`src/rtl/prbs15_pkg.sv`:
```
package prbs15_pkg;

    localparam int PRBS_ORDER = 15;
    localparam int PRBS_TAP   = 14;

    typedef logic [PRBS_ORDER-1:0] prbs_state_t;

    // bit 0 holds the newest bit, bit k the bit k+1 positions back
    function automatic logic prbs_next_bit(prbs_state_t s);
        return s[PRBS_TAP-1] ^ s[PRBS_ORDER-1];
    endfunction

    function automatic prbs_state_t prbs_push(prbs_state_t s, logic b);
        return {s[PRBS_ORDER-2:0], b};
    endfunction

endpackage

```
`src/rtl/prbs15_serial_gen.sv`:
```
module prbs15_serial_gen
    import prbs15_pkg::*;
#(
    parameter prbs_state_t SEED = 15'h7FFF
) (
    input  logic clk,
    input  logic rst_n,
    input  logic force_err,
    output logic bit_out
);

    localparam logic        FIRST_BIT = prbs_next_bit(SEED);
    localparam prbs_state_t START     = prbs_push(SEED, FIRST_BIT);

    typedef struct packed {
        prbs_state_t lfsr;
        logic        force_prev;
        logic        out;
    } gen_regs_t;

    gen_regs_t   d, q;
    logic        fb;
    prbs_state_t lfsr_q;

    always_comb begin
        d            = q;
        fb           = prbs_next_bit(q.lfsr);
        d.lfsr       = prbs_push(q.lfsr, fb);
        d.force_prev = force_err;
        d.out        = fb ^ (force_err & ~q.force_prev);
    end

    always_ff @(posedge clk or negedge rst_n) begin
        if (!rst_n) begin
            q.lfsr       <= START;
            q.force_prev <= 1'b0;
            q.out        <= FIRST_BIT;
        end else begin
            q <= d;
        end
    end

    assign bit_out = q.out;
    assign lfsr_q  = q.lfsr;

endmodule

```
`config.mk`:
```
export PLATFORM = sky130hd
export DESIGN_NAME = prbs15_serial_gen
export DESIGN_NICKNAME = d
export VERILOG_FILES = /design/src/rtl/prbs15_pkg.sv /design/src/rtl/prbs15_serial_gen.sv
export SDC_FILE = /design/constraint.sdc
export NUM_CORES = 1
export LEC_CHECK = 0
export ABC_CLOCK_PERIOD_IN_PS = 1050
export BUFFER_PORTS_ARGS = -buffer_cell sky130_fd_sc_hd__buf_2
export CORE_AREA = 2 2 39 41
export DETAILED_ROUTE_END_ITERATION = 8
export DIE_AREA = 0 0 41 43
export HOLD_SLACK_MARGIN = 0.02
export PLACE_DENSITY = 0.53
export SYNTH_ARGS = -nofsm -noshare
export SYNTH_HDL_FRONTEND = slang
export SYNTH_SLANG_ARGS = --single-unit
```
`constraint.sdc`:
```
create_clock -name clk -period 1.05 [get_ports clk]
set_clock_uncertainty 0.1 [all_clocks]
set_input_delay 0.0525 -clock clk [delete_from_list [all_inputs] [get_ports clk]]
set_output_delay 0.0525 -clock clk [all_outputs]
set_load 0.02 [all_outputs]
```
[Yosys cells after proc, flatten, opt, wreduce, memory -nomap -nowiden]
Index checks and enable logic that the tools add are counted.
Operators by class
  bitwise gates (word level): 4
Operator list (number)
  1-bit bitwise XOR: 2
  1-bit bitwise AND: 1
  1-bit inverter: 1
Storage, ports and cells
  flip-flop bits (word level): 17
  input port bits: 3
  output and inout port bits: 1
  logic and storage cells: 7

[Depth between registers and ports, before layout]
  depth in word-level cells: 3
  gate-level depth with buffers: 2
  gate-level depth less buffers: 2

[Least setup slack after synthesis]
OpenSTA, ideal clock, no wires.
  kind: flip-flop to flip-flop
  start point: register q, in the netlist lfsr_q[13]
  end point: register q, in the netlist bit_out
  setup time: 124 ps
  arrival time: 759 ps
  required time: 826 ps
  path slack: 67 ps
  stages on the path, launching flop included: 3
  buffers on the path: 0
  period minus slack after synthesis: 983 ps
  cells stage by stage: dfstp_2 -> xor2_2 -> xnor2_1
RTL lines
  from (decl): line prbs15_serial_gen.sv:21  | gen_regs_t d, q;

==> impl_metrics.toml <==
[layout]
syn_to_final_growth_pct = 19.5
drive_gt1_share_pct = 76.7
diodes = 0
layout_commonest_cell = "dfstp_2"
stdcell_count = 46
nets = 34
fill_cells = 120
final_cell_mix = "dfstp_2 (14), dfrtp_1 (3), clkbuf_4 (3), buf_2 (3), dlygate4sd3_1 (2)"

[cts]
h-tree-depth = 1
clk_pin_slew_ns = 0.10
clock_latency_ns = 0.28
clk_path_buf_depth = 2
root_buffer = "clkbuf_4"
cts_resized = 0
cts.sinks = 17
cts_tree = "yes"
cts_inserted_buffers = 3

[detailed_routing]
wirelength_um = 551
via_per_inst = 3.91
route.detailed.drc = 0
dr.pass1.iters = 2
ant_nets = 0
wl_per_cell_um = 12.0
dr_total_vias = 180
drtIter0Drc = 4

[timing]
slew_viol_final = 0
post-route-min-period_ns = 1.06
layout_setup_ws_ns = -0.00944
rsz0062_at_grt = "yes"
fin_tns_setup_ns = -0.0133
fin_crit_sh_pct = 101
timing.hold.ws_ns = 0.0888
timing.fmax_mhz = 944
timing_worst_slew_pin_value_ns = 0.339
setup_viol = 2
max-slew-margin-rel_pct = 77.4
hold_viol = 0

[grt]
top_usage_layer = "met2"
grt.met2_usage_pct = 11.6
grt_max_degree = 18
grt_use_total_pct = 9.22
grt_pass1_wl_um = 924
antenna_found_initial = 0
grt-ovfl-total = 0
use_met1_pct = 11.1
met3_usage_pct = 9.42
grt_pass1_vias = 211

[critical_path]
worstPathRequired_ns = 1.17
end_kind = "flop"
crit_start = "lfsr_q[13]"
crit_type = "reg -> reg"
crit_fanout = 2
r2r-start = "lfsr_q[13]"
arrival_ns = 1.18
worst_setup_path_start_kind = "flop"

[power_and_ir_drop]
p_seq_share_pct = 64.4
p_sw_uw = 211
leakagePower_nw = 0.237
p_sw_share_pct = 20.6
pwr-share-clk_pct = 32.8
internal_power_uw = 817
power.share.combinational_pct = 2.8
ir_worst_vdd_mv = 0.915
power_density_mw_per_mm2 = 1810

[synth]
synth_area_leaders = "dfstp_2 (78%), dfrtp_1 (16%), xor2_2 (3.4%), xnor2_1 (1.8%), nand2b_1 (1.3%)"
yosys_warnings = 0
syn_area_um2 = 474
syn_inst = 20
synth_cell_types = 5
avgSynthCellArea_um2 = 23.7
synth_top_area_share_pct = 77.6
ys_ff_latch = 17
synth_top_area_cell = "dfstp_2"
syn-num-nets = 23
seq_area_frac_synth_pct = 93.4

[run_status]
status = "complete, but fails checks"
failed_checks = "negative setup slack"

[place]
place.gp.congestion = 0.618
hpwl_um = 345
post-place-cells = 39
dp_slack_ns = 0.00934
io_buffer_count = 3

[floorplanning]
die_area_mm2 = 0.00176
core_area_mm2 = 0.00138
rows = 14
die_h_um = 43
io-pin-count = 4
die_w_um = 41
start_util_pct = 34.3

[hold_path]
hold_class = "in -> async"

[flow_run]
max-cap-violations = 0
-- cells in the mapped netlist (all sizes together) --
cell type and instances:
dfstp 14, dfrtp 3, nand2b 1, xnor2 1
xor2 1
-- layout make-up --
class	instances	area, um2	area share [%]
clock inverters	1	7.51	1.32
repair buffers	6	42.5	7.51
multi-input cells	3	31.3	5.52
clock buffers	3	22.5	3.97
flip-flops and latches	17	443	78.1
well taps	16	20.0	3.53
-- sequential cells by signal, summed over array words and instances, names as in the netlist --
register / flops
bit_out: 1
q: 1
lfsr_q: 15
-- path summary, 6_finish.rpt --
path	endpoint	slack [ns]	cells past startpoint
max	bit_out	-0.009	2
min	q[1]	0.09	2
max reg2reg	bit_out	-0.009	2
min reg2reg	lfsr_q[5]	0.26	0
max in group asynchronous	lfsr_q[13]	0.46	2
min in group clk	lfsr_q[5]	0.26	0
-- cell families after synthesis --
group / synth area share, %
flip-flops: 93.4
AND/OR/NAND/NOR: 1.32
XOR/XNOR: 5.28
-- through the flow --
step / utilization, % / power [mW] / cell area [um2]
floorplan: - / 0.678 / 474
detailed placement: 36.8 / 0.697 / 509
finish: 41.0 / 1.03 / 567
CTS: 41.0 / 1.05 / 567
global placement: 36.8 / 0.694 / 509
global route: 41.0 / 1.09 / 567
-- power by group through the flow --
stage	Clock (mW)	Combinational [mW]	Sequential [mW]
3_3_place_gp	0	0.0223	0.672
5_1_grt	0.393	0.0325	0.663
2_1_floorplan	0	0.00324	0.675
3_5_place_dp	0	0.0244	0.673
6_report	0.338	0.0285	0.662
4_1_cts	0.355	0.0298	0.662
-- critical path, cell delays in order, from the launching register on --
cell	delay, ns
dfstp_2	0.57
xor2_2	0.20
xnor2_1	0.14
-- per-layer routing --
layer  vias to the layer above  routed length (um)
met5                         -                   0
met4                         0                   0
met3                         0                  36
met2                         4                 264
met1                        97                 250
li1                         79                   -
-- timing repair --
item / CTS / global route
buffers inserted: 1 / 0
endpoints found under the hold margin: 19 / 0
hold buffers: 2 / 0
pin swaps: 1 / 0
setup endpoints to repair: 1 / 2
Power figures use the tool's default switching activity.
